## src/rtl/scr_pkg.sv

```systemverilog
package scr_pkg;

    typedef enum logic [1:0] {
        CMD_IDLE = 2'd0,
        CMD_LOAD = 2'd1,
        CMD_STEP = 2'd2
    } lfsr_cmd_e;

    typedef enum logic [1:0] {
        HCMD_IDLE = 2'd0,
        HCMD_LOAD = 2'd1,
        HCMD_FOLD = 2'd2
    } hec_cmd_e;

endpackage

```

## src/rtl/scr_lfsr_core.sv

```systemverilog
module scr_lfsr_core
    import scr_pkg::*;
#(
    parameter int LFSR_W = 32,
    parameter int TAP_HI = 30,
    parameter int TAP_LO = 27
) (
    input  logic              clk,
    input  logic              rst_n,
    input  logic              wr_en,
    input  logic [LFSR_W-1:0] wr_data,
    input  logic              step,
    output logic [LFSR_W-1:0] rd_data
);
    localparam int ST_W = LFSR_W - 1;

    lfsr_cmd_e       cmd;
    logic [ST_W-1:0] state_q;
    logic [ST_W-1:0] state_d;
    logic            fb;

    // Feedback is derived, never stored
    assign fb = state_q[TAP_HI] ^ state_q[TAP_LO];

    // Command decode: load beats step
    always_comb begin
        if (wr_en)
            cmd = CMD_LOAD;
        else if (step)
            cmd = CMD_STEP;
        else
            cmd = CMD_IDLE;
    end

    always_comb begin
        state_d = state_q;
        unique case (cmd)
            CMD_IDLE: state_d = state_q;
            CMD_LOAD: state_d = wr_data[ST_W-1:0];
            CMD_STEP: state_d = {state_q[ST_W-2:0], fb};
            default:  state_d = state_q;
        endcase
    end

    always_ff @(posedge clk or negedge rst_n) begin
        if (!rst_n)
            state_q <= '0;
        else
            state_q <= state_d;
    end

    assign rd_data = {fb, state_q};

    AST_LFSR_HOLD: assert property (@(posedge clk) disable iff (!rst_n)
        (!wr_en && !step) |=> $stable(state_q));
    AST_LFSR_LOAD: assert property (@(posedge clk) disable iff (!rst_n)
        wr_en |=> (state_q == $past(wr_data[ST_W-1:0])));
    AST_LFSR_SHIFT: assert property (@(posedge clk) disable iff (!rst_n)
        (step && !wr_en) |=> (state_q[ST_W-1:1] == $past(state_q[ST_W-2:0])));
    AST_LFSR_FEED: assert property (@(posedge clk) disable iff (!rst_n)
        (step && !wr_en) |=> (state_q[0] == $past(rd_data[LFSR_W-1])));

endmodule

```

## src/rtl/scr_crc8_fold.sv

```systemverilog
module scr_crc8_fold #(
    parameter int          CRC_W = 8,
    parameter logic [CRC_W-1:0] POLY = 8'h07
) (
    input  logic [CRC_W-1:0] crc_in,
    input  logic [CRC_W-1:0] data_in,
    output logic [CRC_W-1:0] crc_out
);
    localparam int STAGES = CRC_W;

    logic [CRC_W-1:0] chain [STAGES+1];

    assign chain[0] = crc_in ^ data_in;

    // One shift-and-reduce stage per data bit
    for (genvar i = 0; i < STAGES; i++) begin : g_stage
        always_comb begin
            if (chain[i][CRC_W-1])
                chain[i+1] = {chain[i][CRC_W-2:0], 1'b0} ^ POLY;
            else
                chain[i+1] = {chain[i][CRC_W-2:0], 1'b0};
        end
    end

    assign crc_out = chain[STAGES];

endmodule

```

## src/rtl/scr_hec_reg.sv

```systemverilog
module scr_hec_reg
    import scr_pkg::*;
#(
    parameter int               HEC_W    = 8,
    parameter logic [HEC_W-1:0] HEC_POLY = 8'h07
) (
    input  logic             clk,
    input  logic             rst_n,
    input  logic             wr_en,
    input  logic [HEC_W-1:0] wr_data,
    input  logic             byte_vld,
    input  logic [HEC_W-1:0] byte_in,
    output logic [HEC_W-1:0] rd_data
);
    hec_cmd_e         cmd;
    logic [HEC_W-1:0] hec_q;
    logic [HEC_W-1:0] hec_d;
    logic [HEC_W-1:0] folded;

    scr_crc8_fold #(
        .CRC_W (HEC_W),
        .POLY  (HEC_POLY)
    ) u_fold (
        .crc_in  (hec_q),
        .data_in (byte_in),
        .crc_out (folded)
    );

    always_comb begin
        if (wr_en)
            cmd = HCMD_LOAD;
        else if (byte_vld)
            cmd = HCMD_FOLD;
        else
            cmd = HCMD_IDLE;
    end

    always_comb begin
        hec_d = hec_q;
        unique case (cmd)
            HCMD_IDLE: hec_d = hec_q;
            HCMD_LOAD: hec_d = wr_data;
            HCMD_FOLD: hec_d = folded;
            default:   hec_d = hec_q;
        endcase
    end

    always_ff @(posedge clk or negedge rst_n) begin
        if (!rst_n)
            hec_q <= '0;
        else
            hec_q <= hec_d;
    end

    assign rd_data = hec_q;

    AST_HEC_HOLD: assert property (@(posedge clk) disable iff (!rst_n)
        (!wr_en && !byte_vld) |=> $stable(hec_q));
    AST_HEC_LOAD: assert property (@(posedge clk) disable iff (!rst_n)
        wr_en |=> (hec_q == $past(wr_data)));
    AST_HEC_FOLD_NONZERO: assert property (@(posedge clk) disable iff (!rst_n)
        (byte_vld && !wr_en && (hec_q != byte_in)) |=> (hec_q != 8'h00));

endmodule

```

## src/rtl/scr_lfsr_hec.sv

```systemverilog
module scr_lfsr_hec
    import scr_pkg::*;
#(
    parameter int          LFSR_W   = 32,
    parameter int          TAP_HI   = 30,
    parameter int          TAP_LO   = 27,
    parameter int          HEC_W    = 8,
    parameter logic [7:0]  HEC_POLY = 8'h07
) (
    input  logic              clk,
    input  logic              rst_n,
    input  logic              lfsr_wr_en,
    input  logic [LFSR_W-1:0] lfsr_wr_data,
    input  logic              lfsr_step,
    output logic [LFSR_W-1:0] lfsr_rd_data,
    input  logic              hec_wr_en,
    input  logic [HEC_W-1:0]  hec_wr_data,
    input  logic              hec_byte_vld,
    input  logic [HEC_W-1:0]  hec_byte,
    output logic [HEC_W-1:0]  hec_rd_data
);
    localparam logic [HEC_W-1:0] POLY_W = HEC_W'(HEC_POLY);

    scr_lfsr_core #(
        .LFSR_W (LFSR_W),
        .TAP_HI (TAP_HI),
        .TAP_LO (TAP_LO)
    ) u_lfsr (
        .clk     (clk),
        .rst_n   (rst_n),
        .wr_en   (lfsr_wr_en),
        .wr_data (lfsr_wr_data),
        .step    (lfsr_step),
        .rd_data (lfsr_rd_data)
    );

    scr_hec_reg #(
        .HEC_W    (HEC_W),
        .HEC_POLY (POLY_W)
    ) u_hec (
        .clk      (clk),
        .rst_n    (rst_n),
        .wr_en    (hec_wr_en),
        .wr_data  (hec_wr_data),
        .byte_vld (hec_byte_vld),
        .byte_in  (hec_byte),
        .rd_data  (hec_rd_data)
    );

    AST_STEP_CARRY: assert property (@(posedge clk) disable iff (!rst_n)
        (lfsr_step && !lfsr_wr_en) |=> (lfsr_rd_data[0] == $past(lfsr_rd_data[LFSR_W-1])));
    AST_LFSR_ISOLATED: assert property (@(posedge clk) disable iff (!rst_n)
        (!lfsr_wr_en && !lfsr_step) |=> $stable(lfsr_rd_data));
    AST_HEC_ISOLATED: assert property (@(posedge clk) disable iff (!rst_n)
        (!hec_wr_en && !hec_byte_vld) |=> $stable(hec_rd_data));
    AST_RESET_CLEAR: assert property (@(posedge clk)
        !rst_n |=> (lfsr_rd_data == '0 || !rst_n));

endmodule

```

## config.mk

```make
export PLATFORM = sky130hd
export DESIGN_NAME = scr_lfsr_hec
export DESIGN_NICKNAME = d
export VERILOG_FILES = /design/src/rtl/scr_pkg.sv /design/src/rtl/scr_lfsr_core.sv /design/src/rtl/scr_crc8_fold.sv /design/src/rtl/scr_hec_reg.sv /design/src/rtl/scr_lfsr_hec.sv
export SDC_FILE = /design/constraint.sdc
export NUM_CORES = 1
export LEC_CHECK = 0
export ABC_CLOCK_PERIOD_IN_PS = 2700
export BUFFER_PORTS_ARGS = -buffer_cell sky130_fd_sc_hd__buf_2
export CAP_MARGIN = 25
export CORE_UTILIZATION = 51
export DETAILED_ROUTE_END_ITERATION = 8
export HOLD_SLACK_MARGIN = 0.05
export PLACE_DENSITY = 0.86
export SETUP_SLACK_MARGIN = 0.2
export SYNTH_ARGS = -nofsm -noshare
export SYNTH_HDL_FRONTEND = slang
export SYNTH_SLANG_ARGS = --single-unit
```

## constraint.sdc

```tcl
create_clock -name clk -period 2.7 [get_ports clk]
set_clock_uncertainty 0.05 [all_clocks]
set_input_delay 0.675 -clock clk [delete_from_list [all_inputs] [get_ports clk]]
set_output_delay 0.675 -clock clk [all_outputs]
set_load 0.005 [all_outputs]
```

==> flow_summary.json <==
{
  "synth_cells": 194,
  "clkSinkCount": 39,
  "worst_pin_slew_ns": 0.866,
  "syn2layout_area_growth_pct": 28.1,
  "setup_viol_count_final": 0,
  "period_needed_ns": 1.98,
  "portBuffers": 92,
  "via_count": 1693,
  "critPathBufInv": 1,
  "rr_endpoint": "u_hec.rd_data[2]",
  "multi_input_area_um2": 1060,
  "clk_latency_ns": 0.29,
  "outcome": "complete, no violations",
  "ctsHoldBuffers": 0,
  "grt_pass1_wl_mm": 7.01,
  "max-vdd-ir-drop_uv": 466,
  "r2r_start": "u_hec.rd_data[6]",
  "cts_htree_levels": 2,
  "drc": 0,
  "syn_avg_cell_area_um2": 10.9,
  "clk_transition_reported_paths_ns": 0.07,
  "synth.yosys.warnings": 0,
  "io_pins": 94,
  "place_inst": 325,
  "dp_hpwl_mm": 3.19,
  "drt_iter0_markers": 66,
  "slowest_stage": "xor3_2",
  "rrSetupSlack_ns": 0.90,
  "wire_per_inst_um": 13.0,
  "cp_cell_sequence": "buf_2 > xor3_2 > xnor3_1 > nand2b_4 > xnor2_1 > mux2_2",
  "wl_mm": 4.34,
  "die-area_um2": 4400,
  "die_x_um": 66.3,
  "final.setup.tns_ns": 0,
  "cap_violations": 0,
  "critPathRequiredTime_ns": 2.83,
  "power.density_nw_per_um2": 789,
  "leakage_nw": 1.44,
  "vias_per_cell": 5.08,
  "dpl_cell_area_um2": 2580,
  "ys_seq_elements": 39,
  "drive_above_1_share_pct": 39.2,
  "grt_overflow": 0,
  "synth_cell_types": 22,
  "startpoint_type": "input pin",
  "clk_path_buf_depth": 2,
  "rsz0062_at_grt": "false",
  "grt_max_degree": 42,
  "cts_root_buf": "clkbuf_8",
  "fill_cells": 325,
  "r2r_cells": 5,
  "synth_edf_count": 0,
  "postRouteAntennaNets": 0,
  "total_power_mw": 2.13,
  "ys.flop_type": "dfrtp_1",
  "path_class": "input pin to register",
  "synthesis.nets": 248,
  "hold_violations": 0,
  "worst_ep_arrival_time_ns": 2.11,
  "fin_ws_ns": 0.715,
  "critPathMaxFanout": 3,
  "dr.pass1.iters": 4,
  "postLayoutCoreUtil_pct": 68.1,
  "min_path_type": "input pin to asynchronous set/reset pin",
  "final_max_slew_viol_count": 0,
  "gp_congestion": 0.747,
  "cts_inserted_buffers": 5,
  "antenna_found_initial": 0,
  "hold-worst-slack_ns": 0.445,
  "grt_pass1_vias": 1614,
  "setup.worst_path.end_class": "register",
  "maxSlewHeadroom_pct": 42.2,
  "finalInstanceArea_um2": 2700,
  "synth.cell_area_um2": 2110,
  "place_ws_ns": 0.406,
  "track_usage_pct": 21.3,
  "num-nets-final": 336,
  "core_um2": 3970,
  "cts_tree": "yes",
  "finalNonFillerCells": 333,
  "cts_resized": 0,
  "cpPeakStageDelay_ns": 0.43,
  "max_freq_mhz": 504,
  "synth_seq_area_share_pct": 46.3,
  "start_util_pct": 53.1,
  "ff_latch_area_um2": 976,
  "die_h_um": 66.3,
  "ys_async_sr_fraction_pct": 100,
  "post-cts-setup-buffer-count": 0,
  "rows": 23,
  "n_antenna_cell": 0,
  "min_period_over_period_pct": 73.5,
  "critical-path-top-delay-family": "XOR/XNOR gates"
}
metal layers:
| metal | GRT usage [%] | vias up | share of wire, % | wire length (um) |
|---|---|---|---|---|
| met4 | 5.85 | 0 | 0.78 | 34 |
| met1 | 24.0 | 798 | 41 | 1780 |
| met5 | 0 | - | 0 | 0 |
| li1 | - | 830 | - | - |
| met3 | 7.93 | 4 | 7.2 | 313 |
| met2 | 37.6 | 61 | 51 | 2210 |
final cells by class:
cell class,instances,area share [%]
Clock buffer,6,3.06
Tap cell,50,2.31
Clock inverter,2,1.30
Sequential cell,39,36.1
Timing Repair Buffer,95,17.9
Multi-Input combinational cell,141,39.4
placed cells by master, fill, tap and decap left out, types with 2 or more instances in the layout:
| cell | n |
|---|---|
| nand2_1 | 39 |
| xnor3_1 | 2 |
| xor2_1 | 5 |
| clkbuf_8 | 6 |
| xor3_1 | 2 |
| buf_2 | 92 |
| xnor2_1 | 15 |
| buf_4 | 3 |
| dfrtp_1 | 39 |
| o21ai_0 | 34 |
| mux2_2 | 3 |
| mux2i_1 | 32 |
sequential cells by signal, summed over array words and instances (netlist names):
| register | cells |
|---|---|
| u_lfsr.state_q | 31 |
| u_hec.rd_data | 8 |
where the power goes:
group          total [mW]  leakage [nW]  internal (mW)  switching [mW]
registers           0.790         0.472          0.687           0.102
clock network       0.503        0.0612          0.299           0.204
logic               0.839         0.902          0.519           0.321
total                2.13          1.44           1.50           0.628
kinds of logic after synthesis:
logic type      count (synthesis)  synth area share, %
simple gates                   42                 8.18
flops                          39                 46.3
compound gates                 37                 9.02
mux                            35                 16.8
xor+xnor                       27                 16.4
buf+inv                        14                 3.32
how the worst max path moves through the flow:
stage                startpoint          endpoint  depth (start not counted)  slack (ns)
floorplan           hec_byte[0]  u_hec.rd_data[2]                          5        0.57
global placement    hec_byte[6]  u_hec.rd_data[2]                          6        0.45
detailed placement  hec_byte[6]  u_hec.rd_data[2]                          6        0.41
CTS                 hec_byte[6]  u_hec.rd_data[2]                          6        0.72
global route        hec_byte[6]  u_hec.rd_data[2]                          6        0.69
finish              hec_byte[6]  u_hec.rd_data[2]                          6        0.72
Yosys cell counts, types with 2 or more instances:
library cell / count / area share, %
dfrtp_1: 39 / 46
nand2_1: 39 / 6.9
o21ai_0: 34 / 8.1
mux2i_1: 32 / 15
xnor2_1: 15 / 6.2
clkbuf_1: 9 / 1.6
xor2_1: 5 / 2.1
buf_2: 3 / 0.71
mux2_2: 3 / 1.6
xnor3_1: 2 / 2.1
xor3_1: 2 / 2.3
Power figures use the tool's default switching activity.
